===== src/rtl/exec_pkg.sv =====
package exec_pkg;
  localparam int DATA_W = 16;
  localparam int IMM_W  = 5;

  localparam logic [3:0] OPC_ADD = 4'b0001;
  localparam logic [3:0] OPC_AND = 4'b0101;
  localparam logic [3:0] OPC_INV = 4'b1001;
  localparam logic [3:0] OPC_LDB = 4'b0110;
  localparam logic [3:0] OPC_LDI = 4'b1010;

  // widen the low literal field by copying its top bit
  function automatic logic [DATA_W-1:0] widen_lit(input logic [IMM_W-1:0] lit);
    return {{(DATA_W-IMM_W){lit[IMM_W-1]}}, lit};
  endfunction

  // operation on two words selected by opcode
  function automatic logic [DATA_W-1:0] alu_eval(input logic [3:0] opc,
                                                 input logic [DATA_W-1:0] a,
                                                 input logic [DATA_W-1:0] b);
    case (opc)
      OPC_ADD: return a + b;
      OPC_AND: return a & b;
      OPC_INV: return ~a;
      default: return '0;
    endcase
  endfunction

  // sign class of a word as {n,z,p}
  function automatic logic [2:0] sign_class(input logic [DATA_W-1:0] v);
    if (v[DATA_W-1])  return 3'b100;
    else if (v == '0) return 3'b010;
    else              return 3'b001;
  endfunction
endpackage


===== src/rtl/op_decode.sv =====
module op_decode (
  input  logic [3:0] opc,
  input  logic       ld_wb,
  output logic       is_opr,
  output logic       is_ld,
  output logic       wr_en
);
  import exec_pkg::*;

  always_comb begin
    is_opr = (opc == OPC_ADD) || (opc == OPC_AND) || (opc == OPC_INV);
    is_ld  = (opc == OPC_LDB) || (opc == OPC_LDI);
    wr_en  = is_opr || (is_ld && ld_wb);
  end
endmodule


===== src/rtl/reg_bank.sv =====
module reg_bank #(
  parameter int DW   = 16,
  parameter int NREG = 8,
  localparam int AW  = $clog2(NREG)
) (
  input  logic          clk,
  input  logic          rst_n,
  input  logic          we,
  input  logic [AW-1:0] waddr,
  input  logic [DW-1:0] wdata,
  input  logic [AW-1:0] raddr_a,
  input  logic [AW-1:0] raddr_b,
  output logic [DW-1:0] rdata_a,
  output logic [DW-1:0] rdata_b
);
  logic [DW-1:0] q [NREG];

  for (genvar g = 0; g < NREG; g++) begin : g_reg
    always_ff @(posedge clk or negedge rst_n) begin
      if (!rst_n)
        q[g] <= '0;
      else if (we && (waddr == AW'(g)))
        q[g] <= wdata;
    end
  end

  assign rdata_a = q[raddr_a];
  assign rdata_b = q[raddr_b];
endmodule


===== src/rtl/alu_unit.sv =====
module alu_unit #(
  parameter int DW = 16,
  parameter int IW = 5
) (
  input  logic [3:0]    opc,
  input  logic          lit_sel,
  input  logic [IW-1:0] lit,
  input  logic [DW-1:0] src_a,
  input  logic [DW-1:0] src_b,
  output logic [DW-1:0] result
);
  import exec_pkg::*;

  logic [DW-1:0] opnd_b;

  always_comb begin
    opnd_b = lit_sel ? {{(DW-IW){lit[IW-1]}}, lit} : src_b;
    result = alu_eval(opc, src_a, opnd_b);
  end
endmodule


===== src/rtl/sign_flags.sv =====
module sign_flags #(
  parameter int DW = 16
) (
  input  logic          clk,
  input  logic          rst_n,
  input  logic          upd,
  input  logic [DW-1:0] val,
  output logic          n,
  output logic          z,
  output logic          p
);
  import exec_pkg::*;

  always_ff @(posedge clk or negedge rst_n) begin
    if (!rst_n)
      {n, z, p} <= 3'b010;
    else if (upd)
      {n, z, p} <= sign_class(val);
  end
endmodule


===== src/rtl/exec_core.sv =====
module exec_core #(
  parameter int DW   = exec_pkg::DATA_W,
  parameter int NREG = 8,
  parameter int IW   = exec_pkg::IMM_W
) (
  input  logic          clk,
  input  logic          rst_n,
  input  logic [15:0]   instr,
  input  logic [DW-1:0] ld_data,
  input  logic          ld_wb,
  output logic [DW-1:0] alu_out,
  output logic [DW-1:0] rd_a,
  output logic [DW-1:0] rd_b,
  output logic          flag_n,
  output logic          flag_z,
  output logic          flag_p
);
  localparam int AW = $clog2(NREG);

  logic [3:0]    opc;
  logic [AW-1:0] dst_f, s1_f, s2_f;
  logic          lit_sel;
  logic [IW-1:0] lit;
  logic          is_opr, is_ld, wr_en;
  logic [DW-1:0] wb_val;

  assign opc     = instr[15:12];
  assign dst_f   = instr[9 +: AW];
  assign s1_f    = instr[6 +: AW];
  assign s2_f    = instr[0 +: AW];
  assign lit_sel = instr[5];
  assign lit     = instr[IW-1:0];

  op_decode u_dec (
    .opc(opc), .ld_wb(ld_wb), .is_opr(is_opr), .is_ld(is_ld), .wr_en(wr_en)
  );

  reg_bank #(.DW(DW), .NREG(NREG)) u_rf (
    .clk(clk), .rst_n(rst_n), .we(wr_en), .waddr(dst_f), .wdata(wb_val),
    .raddr_a(s1_f), .raddr_b(s2_f), .rdata_a(rd_a), .rdata_b(rd_b)
  );

  alu_unit #(.DW(DW), .IW(IW)) u_alu (
    .opc(opc), .lit_sel(lit_sel), .lit(lit),
    .src_a(rd_a), .src_b(rd_b), .result(alu_out)
  );

  assign wb_val = is_ld ? ld_data : alu_out;

  sign_flags #(.DW(DW)) u_cc (
    .clk(clk), .rst_n(rst_n), .upd(wr_en), .val(wb_val),
    .n(flag_n), .z(flag_z), .p(flag_p)
  );

  logic unused_ok;
  assign unused_ok = is_opr ^ (^instr);
endmodule


===== config.mk =====
export PLATFORM = sky130hd
export DESIGN_NAME = exec_core
export DESIGN_NICKNAME = d
export VERILOG_FILES = /design/src/rtl/exec_pkg.sv /design/src/rtl/op_decode.sv /design/src/rtl/reg_bank.sv /design/src/rtl/alu_unit.sv /design/src/rtl/sign_flags.sv /design/src/rtl/exec_core.sv
export SDC_FILE = /design/constraint.sdc
export NUM_CORES = 1
export LEC_CHECK = 0
export BUFFER_PORTS_ARGS = -buffer_cell sky130_fd_sc_hd__buf_2
export CORE_MARGIN = 1
export CORE_UTILIZATION = 60
export DETAILED_ROUTE_END_ITERATION = 6
export GPL_ROUTABILITY_DRIVEN = 0
export PLACE_DENSITY = 0.81
export REMOVE_ABC_BUFFERS = 1
export SETUP_SLACK_MARGIN = 0.05
export SYNTH_ARGS = -nofsm -noshare
export SYNTH_HDL_FRONTEND = slang
export SYNTH_HIERARCHICAL = 1
export SYNTH_SLANG_ARGS = --single-unit
export TNS_END_PERCENT = 100

===== constraint.sdc =====
create_clock -name clk -period 9.2 [get_ports clk]
set_input_delay 1.38 -clock clk [delete_from_list [all_inputs] [get_ports clk]]
set_output_delay 1.38 -clock clk [all_outputs]
set_load 0.01 [all_outputs]

==> results of run 1 <==
[registers in the layout, indices dropped and copies added (netlist names)]
name and cells:
u_cc/p 1, u_cc/z 1, u_cc/n 1, u_rf/q 128
[worst max-delay path: stages]
cell and delay [ns]:
buf_2 0.43, buf_4 0.40, mux4_1 0.62, mux2_2 0.31, mux2_2 0.27, ha_1 0.22, fa_1 0.41, a21o_1 0.21
a221oi_2 0.37, nor4_1 0.12, o31a_1 0.26, o31ai_1 0.34, buf_2 0.21
[final cells by class]
| cell class | instances | share of cell area (%) |
|---|---|---|
| Clock inverter | 9 | 1.79 |
| Clock buffer | 23 | 4.87 |
| Multi-Input combinational cell | 420 | 52.1 |
| Sequential cell | 131 | 33.4 |
| Tap cell | 180 | 2.30 |
| Timing Repair Buffer | 93 | 4.98 |
| Inverter | 15 | 0.574 |
[metal layers]
layer,part of all wire [%],track usage (%),vias up
met5,0,0,-
met4,2.9,13.7,0
met3,6.3,7.43,56
li1,-,-,2595
met2,50,53.0,271
met1,41,42.3,3169
[placed cells by master (no fill, tap or decap), types with 3 or more instances in the layout]
| master | n |
|---|---|
| nor4_1 | 3 |
| nand2_1 | 21 |
| nand4b_2 | 3 |
| nor3_1 | 4 |
| o31ai_1 | 5 |
| nor4bb_4 | 3 |
| ha_1 | 16 |
| inv_1 | 15 |
| mux4_2 | 8 |
| o21a_1 | 3 |
| xnor2_1 | 5 |
| clkbuf_1 | 3 |
| clkbuf_8 | 3 |
| o221ai_1 | 6 |
| nor4_2 | 4 |
| bufinv_16 | 5 |
| mux2_4 | 10 |
| a21oi_1 | 13 |
| mux2i_1 | 3 |
| a31oi_1 | 3 |
| buf_4 | 9 |
| buf_2 | 84 |
| mux4_1 | 56 |
| clkbuf_16 | 17 |
| mux2_2 | 171 |
| nand4_1 | 3 |
| o21ai_0 | 21 |
| nor2_1 | 11 |
| xor2_1 | 4 |
| a22oi_1 | 3 |
| dfrtp_1 | 130 |
| a21o_1 | 8 |
[worst max-delay path by stage]
stage / startpoint / slack, ns / depth (start not counted) / end
global placement: instr[0] / 2.35 / 13 / alu_out[14]
floorplan: instr[0] / 3.54 / 10 / alu_out[14]
detailed placement: instr[0] / 2.29 / 13 / alu_out[14]
finish: instr[0] / 2.22 / 13 / alu_out[14]
CTS: instr[0] / 2.22 / 13 / alu_out[14]
global route: instr[0] / 2.09 / 13 / alu_out[14]
[power groups by stage]
| stage | logic (uW) | clock network [uW] | registers (uW) |
|---|---|---|---|
| detailed placement | 454 | 0 | 728 |
| CTS | 459 | 759 | 720 |
| floorplan | 314 | 0 | 705 |
| global route | 495 | 789 | 731 |
| global placement | 438 | 0 | 715 |
| finish | 462 | 754 | 722 |
[through the flow]
stage,setup WS [ns],area (um2)
2_1_floorplan,3.54,8390
3_3_place_gp,2.35,9150
3_5_place_dp,2.29,9150
4_1_cts,2.22,9810
5_1_grt,2.09,9810
6_report,2.22,9810
==> out/metrics.csv, run 1 <==
metric,value,unit
Min-Delay Startpoint,u_rf/q[13],
# resized after CTS,0,
DRT iter0 DRCs,494,
cell-internal power,1400,uW
Final Hold Fails,0,
vias in the first global route,6332,
Reg area,3280,um2
Die Wd,122,um
Layout Nets,730,
Post-CTS Setup Bufs,0,
Inst Count DP,839,
RSZ-0062 raised after global routing,no,
count of final setup violators,0,
first-pass GRT wire length,35700,um
die height,122,um
PwrDens,198,nW/um2
global-route usage over all layers,32.7,%
Sw Share,27.9,%
Root Buffer,clkbuf_16,
CTS tree,done,
Clock transition at path regs,0.06,ns
fmax,143,MHz
Worst-Skew Late Latency,0.43,ns
drt first pass iters,5,
Wirelength per Cell,26.1,um
n_diodes,0,
HPWL after detailed placement,14700,um
CP Capture Type,output port,
WL final,22700,um
area of the multi-input gates,5100,um2
Post-CTS Hold Fix Bufs,0,
H-tree depth,4,
# IOs,86,
setup tns final,0,ns
Tmin final,6.98,ns
critical path type,input port to output port,
grt ovf,0,
area delta synth->final,12.7,%
FP Rows,43,
cts bufs inserted,17,
cell depth of the worst flop-to-flop path,13,
Max-slew headroom,29.6,%
vias per cell,6.99,
Post-route DRC,0,
core box area,14000,um2
initial antenna violation count,0,
r2r endpoint,u_cc/p,
Reg power frac,37.3,%
final std cells w/o fill,871,
Max clock buf depth,2,
# Max-Cap Violations,0,
Routed Antenna Nets,0,
max-slew violation count,0,
Cells after Synth,614,
WP data arrival,5.60,ns
r2r startpoint,u_rf/q[96],
largest net degree at the start of global routing,68,
crit share post-route,75.8,%
type of the most critical hold path,register to register,
Overall Power,1940,uW
Initial Utilization,62.0,%
"Warnings, synthesis",6,
combinational share of power,23.8,%
Worst setup SP type,input port,
status,"finished, final reports clean",
Lkg Pwr,0.00492,uW
mean post-synth cell area,14.2,um2
post-layout util,69.8,%
P_sw,540,uW
port bufs,85,
TritonCTS Sinks,131,
Final Skew,0.00682,ns
Fill cells,921,
Slew @ Worst Pin,1.05,ns
vias,6091,
reg2reg setup slack,4.68,ns
worst hold endpoint,u_rf/q[13],
die area,15000,um2
share of layout cells above drive strength 1,48.0,%
synthesized cell area,8700,um2
Clk network pwr share,38.9,%
Peak supply drop,205,uV
CP required,7.82,ns
critical-path maximum fanout,17,
hold depth,1,
hold slack,0.520,ns
Power figures use the tool's default switching activity.
==> inputs of run 2 (changes only) <==
--- a/config.mk
+++ b/config.mk
@@ -5,12 +5,13 @@
 export SDC_FILE = /design/constraint.sdc
 export NUM_CORES = 1
 export LEC_CHECK = 0
+export ABC_AREA = 1
 export BUFFER_PORTS_ARGS = -buffer_cell sky130_fd_sc_hd__buf_2
 export CORE_MARGIN = 1
-export CORE_UTILIZATION = 60
+export CORE_UTILIZATION = 55
 export DETAILED_ROUTE_END_ITERATION = 6
 export GPL_ROUTABILITY_DRIVEN = 0
-export PLACE_DENSITY = 0.81
+export PLACE_DENSITY = 0.78
 export REMOVE_ABC_BUFFERS = 1
 export SETUP_SLACK_MARGIN = 0.05
 export SYNTH_ARGS = -nofsm -noshare
==> constraint.sdc (replaced) <==
create_clock -name clk -period 6.35 [get_ports clk]
set_input_delay 0.9525 -clock clk [delete_from_list [all_inputs] [get_ports clk]]
set_output_delay 0.9525 -clock clk [all_outputs]
set_load 0.01 [all_outputs]
==> run 2 against run 1 <==
  * First-iteration DRC count grew to 2.9 times the previous value
  * Worst hold slack worse by 0.049 ns
  * Clock power is 41% higher
  * Synthesized cell count is 150% higher
  * Highest routed layer unchanged
  * Largest cell class unchanged
==> out/metrics.csv, run 2 <==
metric,value,unit,change
DRT iter0 DRCs,1421,,was 494
PwrDens,271,nW/um2,was 198 nW/um2
n_diodes,0,,unchanged
hold slack,0.472,ns,was 0.520 ns
area delta synth->final,11.8,%,was 12.7%
mean post-synth cell area,6.16,um2,was 14.2 um2
# Max-Cap Violations,0,,unchanged
share of layout cells above drive strength 1,11.5,%,was 48.0%
crit share post-route,77.7,%,
largest net degree at the start of global routing,68,,unchanged
"most common cell after layout, fill and taps aside",nand2_1,,was mux2_2
Post-CTS Hold Fix Bufs,0,,unchanged
core box area,16600,um2,"was 14,000 um2"
fmax,203,MHz,
CP dominant cell by count,nand2_1,,
Peak supply drop,216,uV,was 205 uV
status,"finished, final reports clean",,unchanged
Cells after Synth,1528,,was 614
Biggest register,u_rf/q,,unchanged
Final Skew,0.00899,ns,was 0.00682 ns
FP Rows,47,,was 43
Tmin final,4.93,ns,
Worst setup SP type,input port,,unchanged
Post-route DRC,0,,unchanged
CTS tree,done,,unchanged
vias per cell,5.51,,was 6.99
Layout Nets,1627,,was 730
critical-path maximum fanout,40,,was 17
max reg flops,128,,unchanged
HPWL after detailed placement,19200,um,"was 14,700 um"
Lkg Pwr,0.00593,uW,was 0.00492 uW
Worst-Skew Late Latency,0.43,ns,about the same
CP cell instances,"buf_2, inv_2, buf_12, nand2_1, nand3_1, nand2_1, nand2_1, nand2_1, mux2_2, ha_1, nand2_1, nand3_1, nand2_1, nand2_2, xnor2_1, o21bai_1, buf_2",,"was buf_2, buf_4, mux4_1, mux2_2, mux2_2, ha_1, fa_1, a21o_1, a221oi_2, nor4_1, o31a_1, o31ai_1, buf_2"
CP max stage delay,0.43,ns,was 0.62 ns
type of the most critical hold path,register to register,,unchanged
setup ws final,1.42,ns,was 2.22 ns
Post-CTS Setup Bufs,0,,unchanged
pre-CTS WS,1.54,ns,was 2.29 ns
cts bufs inserted,17,,unchanged
Die Wd,133,um,was 122 um
"Cell Area, Placed",9890,um2,was 9150 um2
RSZ-0062 raised after global routing,no,,unchanged
final std cells w/o fill,1808,,was 871
Routed Antenna Nets,0,,unchanged
drt first pass iters,6,,was 5
max-slew violation count,0,,unchanged
# IOs,86,,unchanged
Max-slew headroom,41.8,%,was 29.6%
grt ovf,0,,unchanged
setup tns final,0,ns,unchanged
vias in the first global route,9003,,"was 6,332"
synthesized cell area,9410,um2,was 8700 um2
Max clock buf depth,2,,unchanged
# resized after CTS,0,,unchanged
TritonCTS Sinks,131,,unchanged
Final Hold Fails,0,,unchanged
WP data arrival,3.98,ns,was 5.60 ns
"Warnings, synthesis",6,,unchanged
Inst Count DP,1776,,was 839
Root Buffer,clkbuf_16,,unchanged
CP Capture Type,output port,,unchanged
H-tree depth,4,,unchanged
WL final,29200,um,"was 22,700 um"
Slew @ Worst Pin,0.874,ns,was 1.05 ns
Critical path buffers and inverters,4,,was 3
Wirelength per Cell,16.1,um,was 26.1 um
die height,133,um,was 122 um
CP required,5.40,ns,was 7.82 ns
die area,17600,um2,"was 15,000 um2"
critical path type,input port to output port,,unchanged
initial antenna violation count,0,,unchanged
Initial Utilization,56.5,%,was 62.0%
first-pass GRT wire length,46300,um,"was 35,700 um"
count of final setup violators,0,,unchanged
vias,9966,,"was 6,091"
global-route usage over all layers,34.0,%,was 32.7%
final instance area,10500,um2,was 9810 um2
most frequent cells in the layout,"nand2_1 (699), inv_1 (209), nand3_1 (151), o21ai_0 (134), dfrtp_1 (130)",,"was mux2_2 (171), dfrtp_1 (130), buf_2 (84), mux4_1 (56)"
Fill cells,1580,,was 921
port bufs,85,,unchanged
CP max stage cell,inv_2,,was mux4_1
Top delay family on crit path,buffers and inverters,,was multiplexers
Clock transition at path regs,0.06,ns,about the same
## run 2: worst min-delay path, stage by stage, from the launching register on
cell	delay (ns)
dfrtp_1	0.34
nand2_1	0.05
nand2_1	0.05
## run 2: metal layers
layer  share of wire [%]  GRT usage, %  routed length, um
met2                  46          54.3              13300
met4                 3.1          14.6                894
met1                  41          45.6              11800
met3                  11          5.86               3150
met5                   0             0                  0
## run 2: area by class of cell
type	instances	area [um2]	area share (%)
multi-input combinational	1099	4900	46.6
clock inverter	15	205	1.95
tap	220	275	2.62
clock buffer	17	425	4.04
timing repair buffer	106	598	5.69
sequential	131	3280	31.2
inverter	220	831	7.90
## run 2: power breakdown
| group | switching (uW) | total (uW) | internal (uW) |
|---|---|---|---|
| Combinational | 513 | 763 | 249 |
| Clock | 399 | 1060 | 661 |
| Sequential | 62.1 | 1030 | 965 |
## run 2: path summary, 6_finish.rpt
kind	slack (ns)	start	end	cells after the start
worst max register to register	3.02	u_rf/q[0]	u_cc/p	25
worst min register to register	0.47	u_cc/p	u_cc/p	2
worst min-delay path	0.47	u_cc/p	u_cc/p	2
max in group asynchronous	4.35	rst_n	u_cc/p	2
min in group asynchronous	0.61	rst_n	u_rf/q[37]	1
worst max-delay path	1.42	instr[0]	alu_out[7]	17
## run 2: per-stage QoR
stage,total power (uW),util (%)
floorplan,1540,-
global placement,1760,59.4
detailed placement,1780,59.4
CTS,2850,63.2
global route,3010,63.2
finish,2850,63.2
